===== src/rtl/dma_arb_pkg.sv =====
package dma_arb_pkg;
  localparam int NCH = 4;
  localparam int CW  = 2;

  typedef enum logic [1:0] {
    PM_FIX_A  = 2'b00,
    PM_FIX_B  = 2'b01,
    PM_FIX_C  = 2'b10,
    PM_ROTATE = 2'b11
  } prio_mode_e;

  typedef enum logic {
    ST_IDLE = 1'b0,
    ST_HOLD = 1'b1
  } gnt_state_e;

  // Channel at a given rank; rank 0 is in the low bits.
  function automatic logic [CW-1:0] fixed_rank(input prio_mode_e m, input int r);
    logic [NCH*CW-1:0] tbl;
    case (m)
      PM_FIX_B: tbl = 8'b01_11_10_00;
      PM_FIX_C: tbl = 8'b11_01_00_10;
      default:  tbl = 8'b11_10_01_00;
    endcase
    return tbl[CW*r +: CW];
  endfunction
endpackage


===== src/rtl/arb_ctrl_reg.sv =====
module arb_ctrl_reg
  import dma_arb_pkg::*;
#(
  parameter int DATA_W   = 16,
  parameter int MODE_LSB = 0,
  parameter int AE_BIT   = 4
) (
  input  logic              clk,
  input  logic              rst_n,
  input  logic              wr,
  input  logic              rd,
  input  logic [DATA_W-1:0] wdata,
  input  logic              addr_err,
  output logic [DATA_W-1:0] rdata,
  output prio_mode_e        mode,
  output logic              ae
);
  prio_mode_e mode_q, mode_d;
  logic ae_q, ae_d, armed_q, armed_d, clr_req;
  logic unused_wbits;

  assign unused_wbits = ^wdata;

  always_comb begin
    mode_d  = wr ? prio_mode_e'(wdata[MODE_LSB +: CW]) : mode_q;
    clr_req = wr && !wdata[AE_BIT] && armed_q;
    ae_d    = ae_q;
    armed_d = armed_q;
    if (addr_err) begin
      ae_d    = 1'b1;
      armed_d = 1'b0;
    end else if (clr_req) begin
      ae_d    = 1'b0;
      armed_d = 1'b0;
    end else if (rd && ae_q) begin
      armed_d = 1'b1;
    end
  end

  always_ff @(posedge clk or negedge rst_n) begin
    if (!rst_n) begin
      mode_q  <= PM_FIX_A;
      ae_q    <= 1'b0;
      armed_q <= 1'b0;
    end else begin
      mode_q  <= mode_d;
      ae_q    <= ae_d;
      armed_q <= armed_d;
    end
  end

  always_comb begin
    rdata                     = '0;
    rdata[MODE_LSB +: CW]     = mode_q;
    rdata[AE_BIT]             = ae_q;
  end

  assign mode = mode_q;
  assign ae   = ae_q;
endmodule


===== src/rtl/arb_select.sv =====
module arb_select
  import dma_arb_pkg::*;
(
  input  logic [NCH-1:0] req,
  input  prio_mode_e     mode,
  input  logic [CW-1:0]  last,
  output logic [NCH-1:0] pick,
  output logic [CW-1:0]  pick_idx,
  output logic           any
);
  logic [CW-1:0] cand [NCH];

  genvar g;
  generate
    for (g = 0; g < NCH; g++) begin : g_rank
      assign cand[g] = (mode == PM_ROTATE) ? CW'(last + CW'(g) + CW'(1))
                                           : fixed_rank(mode, g);
    end
  endgenerate

  always_comb begin
    pick     = '0;
    pick_idx = '0;
    any      = 1'b0;
    for (int r = 0; r < NCH; r++) begin
      if (!any && req[cand[r]]) begin
        pick[cand[r]] = 1'b1;
        pick_idx      = cand[r];
        any           = 1'b1;
      end
    end
  end
endmodule


===== src/rtl/arb_grant_fsm.sv =====
module arb_grant_fsm
  import dma_arb_pkg::*;
(
  input  logic           clk,
  input  logic           rst_n,
  input  logic           halt,
  input  logic           any,
  input  logic [NCH-1:0] pick,
  input  logic [CW-1:0]  pick_idx,
  input  logic           xfer_done,
  output logic [NCH-1:0] grant,
  output logic           grant_vld,
  output logic [CW-1:0]  last
);
  gnt_state_e     st_q, st_d;
  logic [NCH-1:0] gnt_q, gnt_d;
  logic [CW-1:0]  last_q;
  logic           last_en;

  always_comb begin
    st_d    = st_q;
    gnt_d   = gnt_q;
    last_en = 1'b0;
    case (st_q)
      ST_IDLE: if (!halt && any) begin
        st_d    = ST_HOLD;
        gnt_d   = pick;
        last_en = 1'b1;
      end
      default: if (halt || xfer_done) begin
        st_d  = ST_IDLE;
        gnt_d = '0;
      end
    endcase
  end

  always_ff @(posedge clk or negedge rst_n) begin
    if (!rst_n) begin
      st_q   <= ST_IDLE;
      gnt_q  <= '0;
      last_q <= CW'(NCH - 1);
    end else begin
      st_q  <= st_d;
      gnt_q <= gnt_d;
      if (last_en) last_q <= pick_idx;
    end
  end

  assign grant     = gnt_q & {NCH{~halt}};
  assign grant_vld = (st_q == ST_HOLD) && !halt;
  assign last      = last_q;
endmodule


===== src/rtl/dma_chan_arbiter.sv =====
module dma_chan_arbiter
  import dma_arb_pkg::*;
#(
  parameter int DATA_W = 16
) (
  input  logic              clk,
  input  logic              rst_n,
  input  logic [NCH-1:0]    req,
  input  logic              xfer_done,
  input  logic              addr_err,
  input  logic              reg_wr,
  input  logic              reg_rd,
  input  logic [DATA_W-1:0] reg_wdata,
  output logic [DATA_W-1:0] reg_rdata,
  output logic [NCH-1:0]    grant,
  output logic              grant_vld,
  output logic              err_irq
);
  prio_mode_e     mode;
  logic           ae, any;
  logic [NCH-1:0] pick;
  logic [CW-1:0]  pick_idx, last;

  arb_ctrl_reg #(.DATA_W(DATA_W)) u_ctrl (
    .clk(clk), .rst_n(rst_n), .wr(reg_wr), .rd(reg_rd), .wdata(reg_wdata),
    .addr_err(addr_err), .rdata(reg_rdata), .mode(mode), .ae(ae)
  );

  arb_select u_sel (
    .req(req), .mode(mode), .last(last),
    .pick(pick), .pick_idx(pick_idx), .any(any)
  );

  arb_grant_fsm u_fsm (
    .clk(clk), .rst_n(rst_n), .halt(ae), .any(any), .pick(pick),
    .pick_idx(pick_idx), .xfer_done(xfer_done),
    .grant(grant), .grant_vld(grant_vld), .last(last)
  );

  assign err_irq = ae;
endmodule


===== config.mk =====
export PLATFORM = sky130hd
export DESIGN_NAME = dma_chan_arbiter
export DESIGN_NICKNAME = d
export VERILOG_FILES = /design/src/rtl/dma_arb_pkg.sv /design/src/rtl/arb_ctrl_reg.sv /design/src/rtl/arb_select.sv /design/src/rtl/arb_grant_fsm.sv /design/src/rtl/dma_chan_arbiter.sv
export SDC_FILE = /design/constraint.sdc
export NUM_CORES = 1
export LEC_CHECK = 0
export BUFFER_PORTS_ARGS = -buffer_cell sky130_fd_sc_hd__buf_2
export CAP_MARGIN = 15
export CORE_AREA = 2 2 54 56
export DETAILED_ROUTE_END_ITERATION = 6
export DIE_AREA = 0 0 56 58
export GPL_ROUTABILITY_DRIVEN = 0
export GPL_TIMING_DRIVEN = 1
export PLACE_DENSITY = 0.91
export RECOVER_POWER = 50
export SYNTH_ARGS = -nofsm -noshare
export SYNTH_HDL_FRONTEND = slang
export SYNTH_SLANG_ARGS = --single-unit

===== constraint.sdc =====
create_clock -name clk -period 5.05 [get_ports clk]
set_clock_uncertainty 0.15 [all_clocks]
set_input_delay 0.505 -clock clk [delete_from_list [all_inputs] [get_ports clk]]
set_output_delay 0.505 -clock clk [all_outputs]
set_load 0.005 [all_outputs]

Yosys cells after proc, flatten, opt, wreduce, memory -nomap -nowiden:

Index checks and enable logic that the tools add are counted.

* add/subtract/negate cells: 6
* magnitude comparators: 8
* equality and inequality tests: 4
* muxes and demuxes: 45
* bitwise logic cells: 5
* reduce and logical (&&, ||, !) cells: 22

Operators by type and width (number)
* two-way mux 4 bit: 7
* two-way mux 1 bit: 21
* two-way mux 2 bit: 8
* case mux 8 bit (2 select lines): 1
* logical AND 1 bit: 12
* < comparator 2 x 3 -> 1 bit (second input constant): 4
* bitwise OR 4 bit: 3
* adder 2 x 1 -> 2 bit (second input constant): 4
* binary-select mux 1 bit (select 2 bit): 4
* demux 1 bit (select 2 bit): 4
* greater-or-equal comparator 2 x 1 -> 1 bit (second input constant): 4
* zero test 1 bit: 5
* adder 2 bit (second input constant): 2
* bitwise AND 4 bit: 1
* equality test 2 bit (second input constant): 2
* nonzero test 2 bit: 2
* nonzero test 3 bit: 1
* equality test 2 x 1 -> 1 bit (second input constant): 1
* inequality test 2 bit (second input constant): 1
* AND reduction 2 bit: 1
* logical OR 1 bit: 1
* inverter 1 bit: 1

* bits in registers: 11
* bits of input ports: 26
* output and inout port bits: 22
* logic and storage cells: 96

Longest topological paths before layout:

* depth in word-level cells: 18
* mapped depth: 11
* mapped depth without buffers: 9

Cells and area by module:

A second synthesis with hierarchy kept.

* cells, all modules: 160
* area total of the unflattened synthesis: 1322.5 um^2

Modules (own cells, without submodules)
* arb_select: times used 1, cells each 98, area an instance 670.6 um^2, sequential area each 0.0 um^2
* arb_grant_fsm: times used 1, cells each 32, area an instance 355.3 um^2, sequential area each 177.7 um^2
* arb_ctrl_reg: times used 1, cells each 30, area an instance 296.5 um^2, sequential area each 100.1 um^2

Worst setup path before layout:

Ideal clock, no wire load.

* path type: register -> register
* start point: register u_ctrl.mode_q[0] (netlist: u_ctrl.mode[0])
* end point: register u_fsm.last_q[1] (netlist: u_fsm.last[1])
* setup time: 0.082 ns
* arrival: 2.409 ns
* data required time: 4.818 ns
* path slack: 2.409 ns
* stages on the path, launching flop included: 10
* buffers on the path: 1
* clock period less this slack: 2.641 ns
* path through: dfrtp_1 > inv_1 > ha_1 > mux2_4 > buf_6 > mux2_4 > mux2i_4 > o31ai_4 > o31ai_2 > mux2_2

* longest elaborated chain between the ends: 18
* elaborated cells between the ends (all ways): 33
* those cells by class: eq/ne (3); mux (23); reduce/logical (7)

RTL lines
* from (decl): line arb_ctrl_reg.sv:18 `prio_mode_e mode_q, mode_d;`
* from (signal assigned): line arb_ctrl_reg.sv:46 `mode_q <= mode_d;`
* equality test 2 bit or equality test 2 x 1 -> 1 bit (tied branches): line dma_arb_pkg.sv:20 `case (m)`
* case mux 8 bit (2 select lines): line dma_arb_pkg.sv:20
* two-way mux 2 bit: line arb_select.sv:16 `assign cand[g] = (mode == PM_ROTATE) ? CW'(last + CW'(g) + CW'(1))`
* binary-select mux 1 bit (select 2 bit): line arb_select.sv:26 `if (!any && req[cand[r]]) begin`
* two-way mux 1 bit (implied by the code): line arb_select.sv:26
* two-way mux 1 bit: line arb_select.sv:26
* zero test 1 bit: line arb_select.sv:26
* logical AND 1 bit: line arb_select.sv:26
* [2 not listed]
* logical AND 1 bit: line arb_select.sv:26
* two-way mux 1 bit: line arb_select.sv:26
* zero test 1 bit: line arb_select.sv:26
* logical AND 1 bit: line arb_select.sv:26
* two-way mux 1 bit: line arb_select.sv:26
* logical AND 1 bit: line arb_grant_fsm.sv:25 `ST_IDLE: if (!halt && any) begin`
* two-way mux 1 bit: line arb_grant_fsm.sv:25
* two-way mux 1 bit: line arb_grant_fsm.sv:24 `case (st_q)`
* to (signal assigned): line arb_grant_fsm.sv:41 `last_q <= CW'(NCH - 1);`
* to (signal assigned): line arb_grant_fsm.sv:45 `if (last_en) last_q <= pick_idx;`
* to (decl): line arb_grant_fsm.sv:17 `logic [CW-1:0] last_q;`

Several ways; a longest one is shown, not always the timed one. The select of a mux whose other input is x is not followed.
A chain may end at the register's enable or synchronous reset.

Worst setup path after layout:

Same ends and word-level chain as after synthesis.

==> impl_results.md <==
- Cells after DPL: 204
- Routed WL: 2920 µm
- Leakage: 0.000634 µW
- Pre-antenna DRT Iters: 4
- Syn_area_per_cell: 8.29 µm²
- Hold_buf cts: 1
- Cells along the critical path: ha_1 -> nor2b_1 -> nor2_1 -> mux2i_4 -> o31ai_4 -> o31ai_2 -> mux2_2
- Post-CTS Setup Inserts: 0
- Cell row count: 19
- Tot Pwr: 479 µW
- Slew @ Worst Pin: 0.698 ns
- Largest net degree at the start of global routing: 16
- Clock sink total: 11
- Number of synthesized flops with an enable pin: 0
- Clk slew on worst S/H paths: 0.08 ns
- Vias in the first global route: 1,171
- Max-cap violations: 0
- Gr usage total: 19.1%
- Grt total ovfl: 0
- Avg WL per Cell: 14.0 µm
- Max Buffers Root-to-Sink: 2
- Hold WC Path Type: input pin to flop
- Max incr delay on CP: 0.59 ns
- Max frequency: 301 MHz
- CTS tree: done
- Crit. End Element: flop
- Path type of the worst setup path: flop to flop
- Worst-skew pair later-pin latency: 0.28 ns
- Count of buffers from port buffering: 21
- Resize count post-CTS: 0
- Setup TNS: 0 ns
- Finished Layout Cells: 209
- VDD IR max: 218 µV
- Die width: 56 µm
- Final Cycle Share: 65.8%
- Final setup vio count: 0
- Starting DRT DRC Count: 42
- HPWL Detailed: 2240 µm
- H-tree levels: 1
- Ratio of cells with drive above 1 in the final layout: 23.6%
- Layer with the highest usage: met2
- Post-Synthesis Cells: 164
- Largest delay contributor family on the critical path: multiplexers
- Core area: 2660 µm²
- RSZ-0062 raised after global routing: false
- Die Ht: 58 µm
- GRT met2 Usage: 32.9%
- Maximum fanout along the worst path: 15
- Nets: 210
- Final Critical Period: 3.32 ns
- Area added between synthesis and finish: 4.23%
- Fin. max-slew vios: 0
- Die Area: 3250 µm²
- Starting Density: 51.1%
- CP Launch Type: flop
- First-pass GRT wire length: 5010 µm
- Status: finished clean
- CTS root buf: clkbuf_4
- DR vias: 1,235
- Post-DRT Antenna Nets: 0
- Slowest cell on crit path: o31ai_2
- Hold Violations, Final: 0
- Antenna violations before repair: 0
- Commonest non-fill, non-tap cell in the layout: buf_2
- Global Route met3 Usage: 4.24%
- Buf/Inv on CP: 0
- M1 GR Usage: 23.6%
- Ys Warns: 0
- Inserted Diodes: 0
- Vias per cell: 5.91
- Most frequent cells in the layout: buf_2, a21oi_1, conb_1
- Most used flip-flop cell after synthesis: dfrtp_1
- Io pins: 48
- CP required: 5.11 ns
- Share of the yosys chip area belonging to registers: 20.4%
- Worst path arrival time: 3.38 ns
- TritonCTS buffer count: 3
- Residual DRC count: 0
- PD cells: 338 nW/µm²
- Synthesized area: 1360 µm²
- Final core occ: 53.2%
- Slew margin rel.: 53.2%
- FF+latch count, synth: 11
- Async S/R FF share, synth: 100%
- Yosys cell types: 49
[cell type report]
type | instances | area, µm²
Sequential cell | 11 | 278
Inverter | 5 | 18.8
Tap cell | 31 | 38.8
Timing Repair Buffer | 22 | 114
Fill cell | 275 | 1240
Clock buffer | 4 | 26.3
Multi-Input combinational cell | 136 | 942
[final timing paths]
check | slack, ns | start | to | depth (start not counted)
worst min-delay path | 0.25 | addr_err | u_ctrl.armed_q | 2
max in group asynchronous | 3.73 | rst_n | u_fsm.st_q | 2
worst max-delay path | 1.73 | u_ctrl.mode[0] | u_fsm.last[1] | 7
worst min register to register | 0.35 | u_fsm.gnt_q[0] | u_fsm.gnt_q[0] | 2
worst max register to register | 1.73 | u_ctrl.mode[0] | u_fsm.last[1] | 7
min in group asynchronous | 0.62 | rst_n | u_fsm.gnt_q[2] | 2
[report_power, final]
group / switching, µW / internal [µW]
registers: 28.6 / 112
logic: 151 / 125
clock network: 31.5 / 30.6
total: 211 / 268
[registers in the layout, indices dropped and copies added (netlist names)]
register	flops
u_ctrl.armed_q	1
u_fsm.st_q	1
u_fsm.last	2
u_ctrl.mode	2
u_fsm.gnt_q	4
u_ctrl.ae	1
[worst reg2reg max path: cells and delay by family, from the launching register on]
family,cells,cell delay [ns]
flip-flops,1,0.44
multiplexers,2,0.77
adder cells (fa/ha/maj),1,0.54
AO/OA/AOI/OAI,2,0.73
AND/OR/NAND/NOR,2,0.63
[synthesized netlist by cell type (2+ instances only)]
cell type | n | area, µm²
dfstp_2 | 2 | 52.6
nand3b_1 | 2 | 15.0
a21oi_1 | 13 | 65.1
o22ai_1 | 3 | 18.8
o211ai_1 | 3 | 22.5
nand2_1 | 11 | 41.3
nor2_1 | 8 | 30.0
o21ai_0 | 6 | 30.0
buf_4 | 14 | 105
nand3_1 | 5 | 25.0
o21ai_1 | 5 | 25.0
mux2_4 | 3 | 45.0
a21o_1 | 3 | 22.5
mux2i_1 | 5 | 50.1
dfrtp_1 | 9 | 225
and2_1 | 2 | 12.5
nand2b_1 | 4 | 25.0
a211oi_1 | 3 | 22.5
o221ai_1 | 2 | 17.5
nor2b_1 | 10 | 62.6
nor3_1 | 4 | 20.0
clkbuf_1 | 5 | 18.8
inv_1 | 5 | 18.8
mux2_2 | 4 | 45.0
a32oi_1 | 2 | 17.5
ha_1 | 5 | 62.6
buf_6 | 3 | 33.8
a21oi_2 | 2 | 17.5
[logic make-up (layout without fill, tap and decap cells)]
group	Yosys count	after routing	share of synthesized area, %
AOI/OAI and AO/OA	54	54	28.1
xor gates and xnor gates	1	1	1.20
adders and majority gates	5	5	4.60
buffers and inverters	29	31	13.6
DFF	11	11	20.4
muxes	13	13	12.0
other	1	13	0.276
and+or+nand+nor	50	50	19.9
[stage by stage]
step / setup slack (ns) / hold slack [ns] / instance area, µm²
3_3_place_gp: 1.81 / 0.229 / 1380
4_1_cts: 1.73 / 0.241 / 1420
2_1_floorplan: 2.41 / 0.0594 / 1410
3_5_place_dp: 1.75 / 0.240 / 1380
5_1_grt: 1.49 / 0.255 / 1420
6_report: 1.73 / 0.246 / 1420
[per-layer routing]
metal	vias up	routed length [µm]
met4	0	42
met3	6	248
li1	595	-
met5	-	0
met1	572	1170
met2	62	1460
Note: power is estimated with default switching activity, not from simulation.
